`config.mk`:
```
export PLATFORM = sky130hd
export DESIGN_NAME = hs_dup_chain
export DESIGN_NICKNAME = d
export VERILOG_FILES = /design/src/rtl/hs_dup_pkg.sv /design/src/rtl/hs_dup_next.sv /design/src/rtl/hs_dup_cell.sv /design/src/rtl/hs_dup_chain.sv
export SDC_FILE = /design/constraint.sdc
export NUM_CORES = 1
export LEC_CHECK = 0
export ABC_CLOCK_PERIOD_IN_PS = 1300
export BUFFER_PORTS_ARGS = -buffer_cell sky130_fd_sc_hd__buf_2
export CELL_PAD_IN_SITES_DETAIL_PLACEMENT = 0
export CELL_PAD_IN_SITES_GLOBAL_PLACEMENT = 1
export CORE_AREA = 2 2 39 41
export CTS_BUF_LIST = sky130_fd_sc_hd__clkbuf_8
export CTS_CLUSTER_SIZE = 16
export DETAILED_ROUTE_END_ITERATION = 8
export DIE_AREA = 0 0 41 43
export GPL_ROUTABILITY_DRIVEN = 0
export PLACE_DENSITY = 0.3
export SLEW_MARGIN = 20
export SYNTH_ARGS = -nofsm -noshare
export SYNTH_HDL_FRONTEND = slang
export SYNTH_HIERARCHICAL = 1
export SYNTH_SLANG_ARGS = --single-unit
export TNS_END_PERCENT = 50
```
`constraint.sdc`:
```
create_clock -name clk_i -period 1.3 [get_ports clk_i]
set_input_delay 0.325 -clock clk_i [delete_from_list [all_inputs] [get_ports clk_i]]
set_output_delay 0.325 -clock clk_i [all_outputs]
set_load 0.02 [all_outputs]
```
`src/rtl/hs_dup_pkg.sv`:
```
package hs_dup_pkg;
  // Per-cell state: registered outputs plus the sub-handshake flag
  typedef struct packed {
    logic out_req;
    logic in_ack;
    logic second;
  } hs_dup_state_t;
endpackage

```
`src/rtl/hs_dup_next.sv`:
```
module hs_dup_next
  import hs_dup_pkg::*;
(
  input  hs_dup_state_t cur_i,
  input  logic          in_req_i,
  input  logic          out_ack_i,
  output hs_dup_state_t nxt_o
);
  always_comb begin
    nxt_o = cur_i;
    if (!cur_i.out_req && !cur_i.in_ack) begin
      // start first (needs upstream req) or second sub-handshake
      if (!out_ack_i && (cur_i.second || in_req_i)) nxt_o.out_req = 1'b1;
    end else if (cur_i.out_req && !cur_i.in_ack) begin
      if (out_ack_i) begin
        if (!cur_i.second) begin
          nxt_o.out_req = 1'b0;
          nxt_o.second  = 1'b1;
        end else begin
          nxt_o.in_ack = 1'b1;
        end
      end
    end else if (cur_i.out_req && cur_i.in_ack) begin
      if (!in_req_i) nxt_o.out_req = 1'b0;
    end else begin
      if (!out_ack_i) begin
        nxt_o.in_ack = 1'b0;
        nxt_o.second = 1'b0;
      end
    end
  end
endmodule

```
`src/rtl/hs_dup_cell.sv`:
```
module hs_dup_cell
  import hs_dup_pkg::*;
(
  input  logic clk_i,
  input  logic rst_ni,
  input  logic in_req_i,
  output logic in_ack_o,
  output logic out_req_o,
  input  logic out_ack_i
);
  hs_dup_state_t st_q, st_d;
  logic          second_q;

  hs_dup_next u_next (
    .cur_i    (st_q),
    .in_req_i (in_req_i),
    .out_ack_i(out_ack_i),
    .nxt_o    (st_d)
  );

  always_ff @(posedge clk_i or negedge rst_ni) begin
    if (!rst_ni) st_q <= '0;
    else         st_q <= st_d;
  end

  assign out_req_o = st_q.out_req;
  assign in_ack_o  = st_q.in_ack;
  assign second_q  = st_q.second;


  p_reset_idle_r1: assert property (@(posedge clk_i)
    !rst_ni |-> (!out_req_o && !in_ack_o && !second_q));

  // second sub-handshake begins only as the first one releases
  p_second_on_release_r2: assert property (@(posedge clk_i) disable iff (!rst_ni)
    $rose(second_q) |-> ($fell(out_req_o) && $past(out_ack_i)));

  p_ack_after_second_r3: assert property (@(posedge clk_i) disable iff (!rst_ni)
    $rose(in_ack_o) |-> $past(out_ack_i && out_req_o && second_q));

  p_hold_last_r4: assert property (@(posedge clk_i) disable iff (!rst_ni)
    (in_ack_o && in_req_i) |-> out_req_o);

  p_ack_release_r5: assert property (@(posedge clk_i) disable iff (!rst_ni)
    $fell(in_ack_o) |-> $past(!out_ack_i));

  p_rtz_r6: assert property (@(posedge clk_i) disable iff (!rst_ni)
    $rose(out_req_o) |-> $past(!out_ack_i));

  p_idle_quiet_r7: assert property (@(posedge clk_i) disable iff (!rst_ni)
    (!out_req_o && !in_ack_o && !second_q && !in_req_i) |=> !out_req_o);
endmodule

```
`src/rtl/hs_dup_chain.sv`:
```
module hs_dup_chain #(
  parameter int STAGES = 1
) (
  input  logic clk_i,
  input  logic rst_ni,
  input  logic in_req_i,
  output logic in_ack_o,
  output logic out_req_o,
  input  logic out_ack_i
);
  localparam int LINKS = STAGES + 1;

  logic [LINKS-1:0] req_w;
  logic [LINKS-1:0] ack_w;

  assign req_w[0]      = in_req_i;
  assign in_ack_o      = ack_w[0];
  assign out_req_o     = req_w[STAGES];
  assign ack_w[STAGES] = out_ack_i;

  for (genvar s = 0; s < STAGES; s++) begin : g_stage
    hs_dup_cell u_cell (
      .clk_i    (clk_i),
      .rst_ni   (rst_ni),
      .in_req_i (req_w[s]),
      .in_ack_o (ack_w[s]),
      .out_req_o(req_w[s+1]),
      .out_ack_i(ack_w[s+1])
    );
  end
endmodule

```
==> results of run 1 <==
==> final timing paths <==
check                                                 start                           to  slack (ns)  cells after the start
worst max-delay path            g_stage[0].u_cell/out_req_o                    out_req_o        0.09                      1
worst min-delay path                              out_ack_i  g_stage[0].u_cell/out_req_o        0.31                      2
worst max register to register   g_stage[0].u_cell/in_ack_o   g_stage[0].u_cell/second_q        0.40                      3
worst min register to register   g_stage[0].u_cell/in_ack_o  g_stage[0].u_cell/out_req_o        0.57                      1
max in group asynchronous                            rst_ni   g_stage[0].u_cell/second_q        0.73                      2
min in group asynchronous                            rst_ni   g_stage[0].u_cell/in_ack_o        0.46                      2
==> sequential cells by signal, summed over array words and instances (netlist names) <==
| register | count |
|---|---|
| g_stage.u_cell/out_req_o | 1 |
| g_stage.u_cell/second_q | 1 |
| g_stage.u_cell/in_ack_o | 1 |
==> power by group through the flow <==
stage | clock network (W) | registers [W] | logic (W)
floorplan | 0 | 0.000239 | 0.0000886
global placement | 0 | 0.000217 | 0.000182
detailed placement | 0 | 0.000214 | 0.000181
CTS | 0.000264 | 0.000213 | 0.000185
global route | 0.000277 | 0.000223 | 0.000204
finish | 0.000258 | 0.000213 | 0.000180
==> per-stage QoR <==
step	hold slack (ns)	total power, W	instances	instance area, um^2	setup WS [ns]
detailed placement	0.1246	0.0003949	36	187.7	0.3215
global route	0.3174	0.0007039	41	242.7	0.05401
floorplan	0.02941	0.0003272	15	142.6	0.3532
CTS	0.3120	0.0006619	41	242.7	0.09046
global placement	0.1252	0.0003992	36	187.7	0.3186
finish	0.3116	0.0006503	41	242.7	0.09479
==> cells by family (layout without fill, tap and decap cells) <==
| logic type | after synthesis | after routing |
|---|---|---|
| AO/OA/AOI/OAI | 7 | 7 |
| buffers and inverters | 2 | 12 |
| flip-flops | 3 | 3 |
| AND/OR/NAND/NOR | 3 | 3 |
==> cell type report <==
| cell class | count | area (um^2) |
|---|---|---|
| clock buffer | 3 | 41.29 |
| clock inverter | 1 | 3.754 |
| fill | 150 | 1141 |
| inverter | 2 | 7.507 |
| multi-input combinational | 10 | 60.06 |
| sequential | 3 | 75.07 |
| tap | 16 | 20.02 |
| timing repair buffer | 6 | 35.03 |
==> layer usage <==
layer	part of all wire, %	vias to the layer above	GRT usage [%]
met5	0	-	0
met4	0	0	4.000
met3	17	0	5.236
met2	46	9	6.563
met1	37	63	4.823
li1	-	72	-
==> cell usage in the layout, fill, tap and decap left out <==
cell type      count
nand2_1            1
a21oi_1            2
a221oi_2           1
dlygate4sd3_1      1
dfrtp_1            3
nor3_1             1
inv_1              3
buf_2              5
nand2_2            1
clkbuf_8           3
o21ai_0            3
o21ai_1            1
==> results by group, run 1 <==
Timing
  • Post-layout minimum cycle time: 1.205 ns
  • Worst Skew: 0.002479 ns
  • Peak Freq: 829.7 MHz
  • Max-slew violations: 0
  • Worst rel slew slack: 84.35%
  • Setup_tns: 0 ns
  • Fin. Hold Viols: 0
  • Worst-Margin Slew: 0.2347 ns
  • Final Cycle Share: 92.71%
  • RSZ-0062 raised after global routing: false
  • Final Setup Violations: 0

Logic synthesis
  • Synth top area cells: dfrtp_1 (53%), o21ai_0 (11%), a221oi_2 (11%)
  • Yosys warns: 6
  • Synth Area in XOR/XNOR: 0%
  • Post-Synth Simple-Gate Area: 10.53%
  • Synth Area in Compound Gates: 31.58%
  • Sequential share of the synthesized area: 52.63%
  • Adder-cell share of the synthesized area: 0%
  • Commonest cells in the netlist: dfrtp_1 (3), o21ai_0 (3), a21oi_1 (2), inv_1 (2)
  • Netlist cell types: 9
  • Primary FF master, synth: dfrtp_1
  • Mapped cell area: 142.6 um^2
  • Largest family of logic cells by synthesized area: compound AO/OA/AOI/OAI gates
  • Post-synthesis mux area share: 0%
  • Post-synthesis net count: 19
  • Cell accounting for the most synthesized area: dfrtp_1
  • Ys async rst share: 100.0%
  • Post-Syn Instances: 15
  • Share of the synthesized area in the top cell type: 52.63%
  • Avg Cell Area, Syn: 9.509 um^2
  • Post-synth EDFFs: 0
  • #FFs+latches synth: 3

GRT
  • Number of global-route vias before repair: 160
  • First-pass GRT wire length: 558 um
  • Total track usage: 5.221%
  • Maximum number of pins on one net before global-route repair: 9
  • Antenna violations before repair: 0
  • GR Overflow Total: 0

Drt
  • DR pass1 iterations: 1
  • Iteration-0 DRC Markers: 0
  • WL/cell: 8.366 um
  • Vias post-DR: 144
  • Post-Route WL: 343 um
  • Antenna Nets Post-Route: 0
  • DRC violations left: 0
  • DR vias/cell: 3.512

Status
  • Status: completed

Clock network
  • Clock Latency Late Sink: 0.21 ns
  • CTS Hold Buffers Added: 1
  • Max clock buf depth: 2
  • PostCTS Resize Cnt: 0
  • CTS tree: done
  • H-tree depth: 1
  • Root Driver: clkbuf_8
  • Worst-path clk slew: 0.03 ns
  • Number of clock sinks: 3
  • Total CTS buffers: 3
  • Postcts setup bufs: 0

Pwr
  • LEAKAGE: 0.1111 nW
  • Combinational share of power: 27.7%
  • Pwr per Cell Area: 2679 nW/um^2
  • Internal power: 0.0004184 W
  • Sw frac: 35.67%
  • Sequential power share: 32.7%
  • Max VDD drop: 1.020 mV
  • Clk pwr share: 39.6%
  • Psw: 0.0002319 W

Critical path
  • Slowest stage delay, CP: 0.46 ns
  • Buf+Inv Stages, Crit Path: 1
  • Crit path max-delay family: flip-flops
  • Crit path DAT: 0.88 ns
  • CP Capture Type: primary output
  • Worst path slowest cell: dfrtp_1
  • Worst setup path class: flop to primary output
  • Crit start category: flop
  • Crit-path cells: buf_2
  • Crit-path max FO: 8
  • WP data required: 0.98 ns

Die
  • Core footprint: 1384 um^2
  • Die area: 1763 um^2
  • Rows: 14
  • Die width: 41 um
  • Initial Util: 10.31%
  • I/O pin count: 6
  • Die Y: 43 um

Finish
  • Area growth syn-to-layout: 70.18%
  • # diodes: 0
  • Layout cells sized above 1: 40.00%
  • Final core occ: 17.54%
  • Nets: 30

Place
  • IO buf count: 5

Job
  • Maximum capacitance violations: 0

Min path
  • HP Class: input port to flop
Power figures use the tool's default switching activity.
==> inputs of run 2 (changes only) <==
- CTS_BUF_LIST: sky130_fd_sc_hd__clkbuf_8 -> default
==> results by group, run 2 (synthesis results as in run 1) <==
Status
  • Status: completed (unchanged)

Die
  • Die area: 1763 um^2 (unchanged)
  • Rows: 14 (unchanged)
  • Die width: 41 um (unchanged)
  • Initial Util: 10.31% (unchanged)
  • Core footprint: 1384 um^2 (unchanged)
  • I/O pin count: 6 (unchanged)
  • Die Y: 43 um (unchanged)

Critical path
  • Crit start category: flop (unchanged)
  • Worst path slowest cell: dfrtp_1 (unchanged)
  • WP data required: 0.98 ns (about the same)
  • Crit-path cells: buf_2 (unchanged)
  • Slowest stage delay, CP: 0.46 ns (about the same)
  • Crit-path max FO: 8 (unchanged)
  • R2r startpoint: g_stage[0].u_cell/in_ack_o (unchanged)
  • Buf+Inv Stages, Crit Path: 1 (unchanged)
  • Crit path max-delay family: flip-flops (unchanged)
  • Worst reg-to-reg setup slack: 0.40 ns (about the same)
  • R2R Path End: g_stage[0].u_cell/second_q (unchanged)
  • Worst setup path class: flop to primary output (unchanged)
  • Crit path DAT: 0.90 ns (was 0.88 ns)
  • CP Capture Type: primary output (unchanged)
  • FF-to-FF path depth: 3 (unchanged)

Timing
  • RSZ-0062 raised after global routing: false (unchanged)
  • Final Cycle Share: 94.40% (was 92.71%)
  • Final worst slack: 0.07282 ns (was 0.09479 ns)
  • Setup_tns: 0 ns (unchanged)
  • Peak Freq: 814.9 MHz (was 829.7 MHz)
  • Final Setup Violations: 0 (unchanged)
  • Worst Skew: 0.0006298 ns (was 0.002479 ns)
  • Max-slew violations: 0 (unchanged)
  • Fin. Hold Viols: 0 (unchanged)
  • Post-layout minimum cycle time: 1.227 ns (was 1.205 ns)
  • Worst-Margin Slew: 0.2362 ns (was 0.2347 ns)
  • Worst rel slew slack: 84.26% (was 84.35%)

Finish
  • Most common cell after layout, fill and taps aside: buf_2 (unchanged)
  • Finished Layout Cells: 41 (unchanged)
  • Layout cells sized above 1: 40.00% (unchanged)
  • Final core occ: 16.18% (was 17.54%)
  • Area growth syn-to-layout: 57.02% (was 70.18%)
  • Nets: 30 (unchanged)
  • Most frequent cells in the layout: buf_2 (5), clkbuf_4 (3), dfrtp_1 (3), o21ai_0 (3) (was buf_2 (5), clkbuf_8 (3), inv_1 (3), dfrtp_1 (3), o21ai_0 (3))
  • # diodes: 0 (unchanged)

Min path
  • Hold depth: 2 (unchanged)
  • HP Class: input port to flop (unchanged)
  • Hold endpoint: g_stage[0].u_cell/out_req_o (unchanged)
  • Hold_sp: out_ack_i (unchanged)

GRT
  • Antenna violations before repair: 0 (unchanged)
  • First-pass GRT wire length: 552 um (was 558 um)
  • Maximum number of pins on one net before global-route repair: 9 (unchanged)
  • GR Overflow Total: 0 (unchanged)
  • Total track usage: 5.120% (was 5.221%)
  • Number of global-route vias before repair: 157 (was 160)

Job
  • Maximum capacitance violations: 0 (unchanged)

Drt
  • Iteration-0 DRC Markers: 2 (was 0)
  • DRC violations left: 0 (unchanged)
  • Antenna Nets Post-Route: 0 (unchanged)
  • Vias post-DR: 147 (was 144)
  • WL/cell: 8.488 um (was 8.366 um)
  • DR vias/cell: 3.585 (was 3.512)
  • DR pass1 iterations: 2 (was 1)
  • Post-Route WL: 348 um (was 343 um)

Pwr
  • LEAKAGE: 0.09920 nW (was 0.1111 nW)
  • Max VDD drop: 0.8791 mV (was 1.020 mV)
  • Pwr per Cell Area: 2477 nW/um^2 (was 2679 nW/um^2)
  • Power Total: 0.0005547 W (was 0.0006503 W)

Place
  • Placed insts: 36 (unchanged)
  • Pre-CTS setup slack: 0.3215 ns (unchanged)
  • IO buf count: 5 (unchanged)

Clock network
  • Number of clock sinks: 3 (unchanged)
  • Worst-path clk slew: 0.04 ns (was 0.03 ns)
  • Root Driver: clkbuf_4 (was clkbuf_8)
  • Total CTS buffers: 3 (unchanged)
  • PostCTS Resize Cnt: 0 (unchanged)
  • Max clock buf depth: 2 (unchanged)
  • Clock Latency Late Sink: 0.23 ns (was 0.21 ns)
  • H-tree depth: 1 (unchanged)
  • CTS tree: done (unchanged)
[run 2: cell types whose count changed in the layout (fill, tap and decap cells not counted)]
cell      change
inv_1         -1
clkbuf_8      -3
clkbuf_1      +1
clkbuf_4      +3
[run 2: worst max-delay path by stage]
stage                                      startpoint                     endpoint  cells past startpoint
after floorplan           g_stage[0].u_cell/out_req_o  g_stage[0].u_cell/out_req_o                      2
after global placement    g_stage[0].u_cell/out_req_o                    out_req_o                      1
after detailed placement  g_stage[0].u_cell/out_req_o                    out_req_o                      1
after CTS                 g_stage[0].u_cell/out_req_o                    out_req_o                      1
after global routing      g_stage[0].u_cell/out_req_o                    out_req_o                      1
final                     g_stage[0].u_cell/out_req_o                    out_req_o                      1
[run 2: power breakdown]
part | internal, W | switching (W)
sequential | 0.000139 | 0.0000740
clock | 0.000115 | 0.0000461
combinational | 0.0000789 | 0.000102
[run 2: metrics by stage]
| step | cell area, um^2 | hold WS (ns) |
|---|---|---|
| 2_1_floorplan | 142.6 | 0.02941 |
| 3_3_place_gp | 187.7 | 0.1252 |
| 3_5_place_dp | 187.7 | 0.1246 |
| 4_1_cts | 224.0 | 0.2891 |
| 5_1_grt | 224.0 | 0.2901 |
| 6_report | 224.0 | 0.2921 |
[run 2: timing repair]
action / in CTS / in global routing
setup endpoints to repair: 0 / 0
hold endpoints to repair: 3 / 0
buffers inserted: 0 / 0
hold buffers: 1 / 0
[run 2: area by class of cell]
cell class | count | area [um^2]
flip-flops and latches | 3 | 75.07
multi-input cells | 10 | 60.06
well taps | 16 | 20.02
inverters | 2 | 7.507
clock buffers | 4 | 26.28
repair buffers | 6 | 35.03
fillers | 154 | 1160
[run 2: per-layer routing]
layer | wire [um] | track usage (%) | share of wire, % | up-vias
li1 | - | - | - | 73
met1 | 139 | 4.502 | 40 | 67
met2 | 166 | 6.563 | 48 | 7
met3 | 42 | 5.236 | 12 | 0
met4 | 0 | 4.000 | 0 | 0
met5 | 0 | 0 | 0 | -
==> inputs of run 3 (changes only) <==
- ABC_AREA: default -> 1
- PLACE_DENSITY: 0.3 -> 0.34
==> results by group, run 3 <==
Logic synthesis
  • Ys async rst share: 100.0% (unchanged)
  • #FFs+latches synth: 3 (unchanged)
  • Commonest cells in the netlist: nand2_1 (10), inv_1 (5), dfrtp_1 (3), nand3_1 (3) (was dfrtp_1 (3), o21ai_0 (3), a21oi_1 (2), inv_1 (2))
  • Primary FF master, synth: dfrtp_1 (unchanged)
  • Yosys warns: 6 (unchanged)
  • Post-Syn Instances: 25 (was 15)
  • Post-synth EDFFs: 0 (unchanged)
  • Mapped cell area: 163.9 um^2 (was 142.6 um^2)
  • Share of the synthesized area in the top cell type: 45.80% (was 52.63%)
  • Post-synthesis net count: 29 (was 19)
  • Netlist cell types: 6 (was 9)
  • Sequential share of the synthesized area: 45.80% (was 52.63%)
  • Synth top area cells: dfrtp_1 (46%), nand2_1 (23%), inv_1 (11%) (was dfrtp_1 (53%), o21ai_0 (11%), a221oi_2 (11%))
  • Cell accounting for the most synthesized area: dfrtp_1 (unchanged)
  • Avg Cell Area, Syn: 6.556 um^2 (was 9.509 um^2)
  • Most common cell in the netlist: nand2_1

Die
  • Initial Util: 11.84% (was 10.31%)
  • I/O pin count: 6 (unchanged)
  • Die width: 41 um (unchanged)
  • Die Y: 43 um (unchanged)
  • Die area: 1763 um^2 (unchanged)
  • Rows: 14 (unchanged)
  • Core footprint: 1384 um^2 (unchanged)

Clock network
  • Worst-path clk slew: 0.04 ns (about the same)
  • H-tree depth: 1 (unchanged)
  • Max clock buf depth: 2 (unchanged)
  • Number of clock sinks: 3 (unchanged)
  • Clock Latency Late Sink: 0.23 ns (about the same)
  • Total CTS buffers: 3 (unchanged)
  • CTS tree: done (unchanged)
  • PostCTS Resize Cnt: 0 (unchanged)
  • Root Driver: clkbuf_4 (unchanged)

Timing
  • Post-layout minimum cycle time: 1.207 ns (was 1.227 ns)
  • Worst Skew: 0.003250 ns (was 0.0006298 ns)
  • RSZ-0062 raised after global routing: false (unchanged)
  • Fin. Hold Viols: 0 (unchanged)
  • Final Cycle Share: 92.84% (was 94.40%)
  • Max-slew violations: 0 (unchanged)
  • Final Setup Violations: 0 (unchanged)
  • Peak Freq: 828.6 MHz (was 814.9 MHz)
  • Worst rel slew slack: 85.53% (was 84.26%)
  • Worst-Margin Slew: 0.2171 ns (was 0.2362 ns)
  • Setup_tns: 0 ns (unchanged)

Place
  • Detailed-placement wirelength estimate: 310.4 um
  • IO buf count: 5 (unchanged)

Finish
  • Most common cell after layout, fill and taps aside: nand2_1 (was buf_2)
  • Fill cells: 158 (was 154)
  • Most frequent cells in the layout: nand2_1 (10), inv_1 (5), buf_2 (5) (was buf_2 (5), clkbuf_4 (3), dfrtp_1 (3), o21ai_0 (3))
  • Final core occ: 17.72% (was 16.18%)
  • Layout cells sized above 1: 22.86% (was 40.00%)
  • Area growth syn-to-layout: 49.62% (was 57.02%)
  • Register area: 75.07 um^2 (unchanged)
  • # diodes: 0 (unchanged)
  • Multi-input logic area: 70.07 um^2 (was 60.06 um^2)
  • Nets: 40 (was 30)

Critical path
  • Crit path DAT: 0.88 ns (was 0.90 ns)
  • R2r startpoint: g_stage[0].u_cell/out_req_o (was g_stage[0].u_cell/in_ack_o)
  • CP Capture Type: primary output (unchanged)
  • Crit-path max FO: 7 (was 8)
  • Crit-path cells: buf_2 (unchanged)
  • R2R Path End: g_stage[0].u_cell/in_ack_o (was g_stage[0].u_cell/second_q)
  • Worst path slowest cell: dfrtp_1 (unchanged)
  • Worst reg-to-reg setup slack: 0.43 ns (was 0.40 ns)
  • Crit path max-delay family: flip-flops (unchanged)
  • Slowest stage delay, CP: 0.45 ns (was 0.46 ns)
  • FF-to-FF path depth: 4 (was 3)
  • Buf+Inv Stages, Crit Path: 1 (unchanged)
  • Crit start category: flop (unchanged)
  • Worst setup path class: flop to primary output (unchanged)
  • WP data required: 0.98 ns (about the same)

Status
  • Status: completed (unchanged)

Pwr
  • Internal power: 0.0003397 W (was 0.0003325 W)
  • Sequential power share: 33.3% (was 38.3%)
  • Clk pwr share: 27.8% (was 29.0%)
  • Combinational share of power: 38.9% (was 32.6%)
  • Psw: 0.0002510 W (was 0.0002222 W)
  • Sw frac: 42.50% (was 40.05%)
  • Pwr per Cell Area: 2409 nW/um^2 (was 2477 nW/um^2)
  • Max VDD drop: 0.6164 mV (was 0.8791 mV)
  • LEAKAGE: 0.1385 nW (was 0.09920 nW)

Drt
  • Iteration-0 DRC Markers: 5 (was 2)
  • DR vias/cell: 3.373 (was 3.585)
  • DRC violations left: 0 (unchanged)
  • Vias post-DR: 172 (was 147)
  • Antenna Nets Post-Route: 0 (unchanged)
  • Post-Route WL: 388 um (was 348 um)
  • WL/cell: 7.608 um (was 8.488 um)
  • DR pass1 iterations: 3 (was 2)

Min path
  • Hold_sp: out_ack_i (unchanged)
  • HP Class: input port to flop (unchanged)
  • Hold endpoint: g_stage[0].u_cell/in_ack_o (was g_stage[0].u_cell/out_req_o)
  • Hold depth: 3 (was 2)

GRT
  • First-pass GRT wire length: 676 um (was 552 um)
  • Total track usage: 6.030% (was 5.120%)
  • GR Overflow Total: 0 (unchanged)
  • Number of global-route vias before repair: 185 (was 157)
  • Maximum number of pins on one net before global-route repair: 8 (was 9)
  • Antenna violations before repair: 0 (unchanged)

Job
  • Maximum capacitance violations: 0 (unchanged)
## run 3: changes by cell type in the layout (fill, tap and decap cells not counted)
cell and delta:
nand3_1 +3, a221oi_2 -1, inv_1 +3, o21ai_1 -1, a21oi_1 -2, o21ai_0 -1
nor3_1 -1, nand2_1 +9, nand2_2 -1, nor2_1 +2
## run 3: worst max path at each step
stage / from / end / slack (ns) / cells after the start
final: g_stage[0].u_cell/out_req_o / out_req_o / 0.09 / 1
after global routing: g_stage[0].u_cell/out_req_o / out_req_o / 0.06 / 1
after detailed placement: g_stage[0].u_cell/out_req_o / out_req_o / 0.35 / 1
after CTS: g_stage[0].u_cell/out_req_o / out_req_o / 0.1 / 1
after global placement: g_stage[0].u_cell/out_req_o / out_req_o / 0.35 / 1
after floorplan: g_stage[0].u_cell/in_ack_o / g_stage[0].u_cell/second_q / 0.41 / 5
## run 3: cell type report
type | count | share of cell area [%]
Timing Repair Buffer | 6 | 14.29
Tap cell | 16 | 8.163
Sequential cell | 3 | 30.61
Clock buffer | 4 | 10.71
Inverter | 5 | 7.653
Multi-Input combinational cell | 17 | 28.57
## run 3: power by group through the flow
stage / sequential (W) / combinational, W / clock (W)
2_1_floorplan: 0.000223 / 0.000128 / 0
5_1_grt: 0.000208 / 0.000264 / 0.000182
3_5_place_dp: 0.000198 / 0.000227 / 0
4_1_cts: 0.000196 / 0.000231 / 0.000173
6_report: 0.000197 / 0.000230 / 0.000164
3_3_place_gp: 0.000195 / 0.000242 / 0
## run 3: logic make-up (layout without fill, tap and decap cells)
group	Yosys count	after routing	share of synthesized area, %
and+or+nand+nor	15	15	36.64
buffers and inverters	5	15	11.45
AOI/OAI and AO/OA	2	2	6.107
DFF	3	3	45.80
## run 3: per-layer routing
| metal | share of wire, % | vias up | global-route usage, % |
|---|---|---|---|
| met3 | 2.8 | 0 | 3.141 |
| met5 | 0 | - | 0 |
| met4 | 0 | 0 | 4.000 |
| li1 | - | 94 | - |
| met1 | 51 | 76 | 7.097 |
| met2 | 46 | 2 | 8.125 |
## run 3: through the flow
stage                     instance area (um^2)  hold WS, ns  setup slack (ns)  power (W)  std cells
after floorplan                          163.9      0.02941            0.4063  0.0003511         25
after global placement                   209.0       0.1243            0.3463  0.0004369         46
after detailed placement                 209.0       0.1268            0.3510  0.0004242         46
after CTS                                245.2       0.3598           0.09793  0.0006005         51
after global routing                     245.2       0.3781           0.06208  0.0006540         51
final                                    245.2       0.3663           0.09312  0.0005907         51
## run 3: what timing repair did
| action | CTS | global route |
|---|---|---|
| hold buffers | 1 | 0 |
| endpoints found under the setup margin | 0 | 0 |
| hold endpoints to repair | 3 | 0 |
| setup buffers | 0 | 0 |
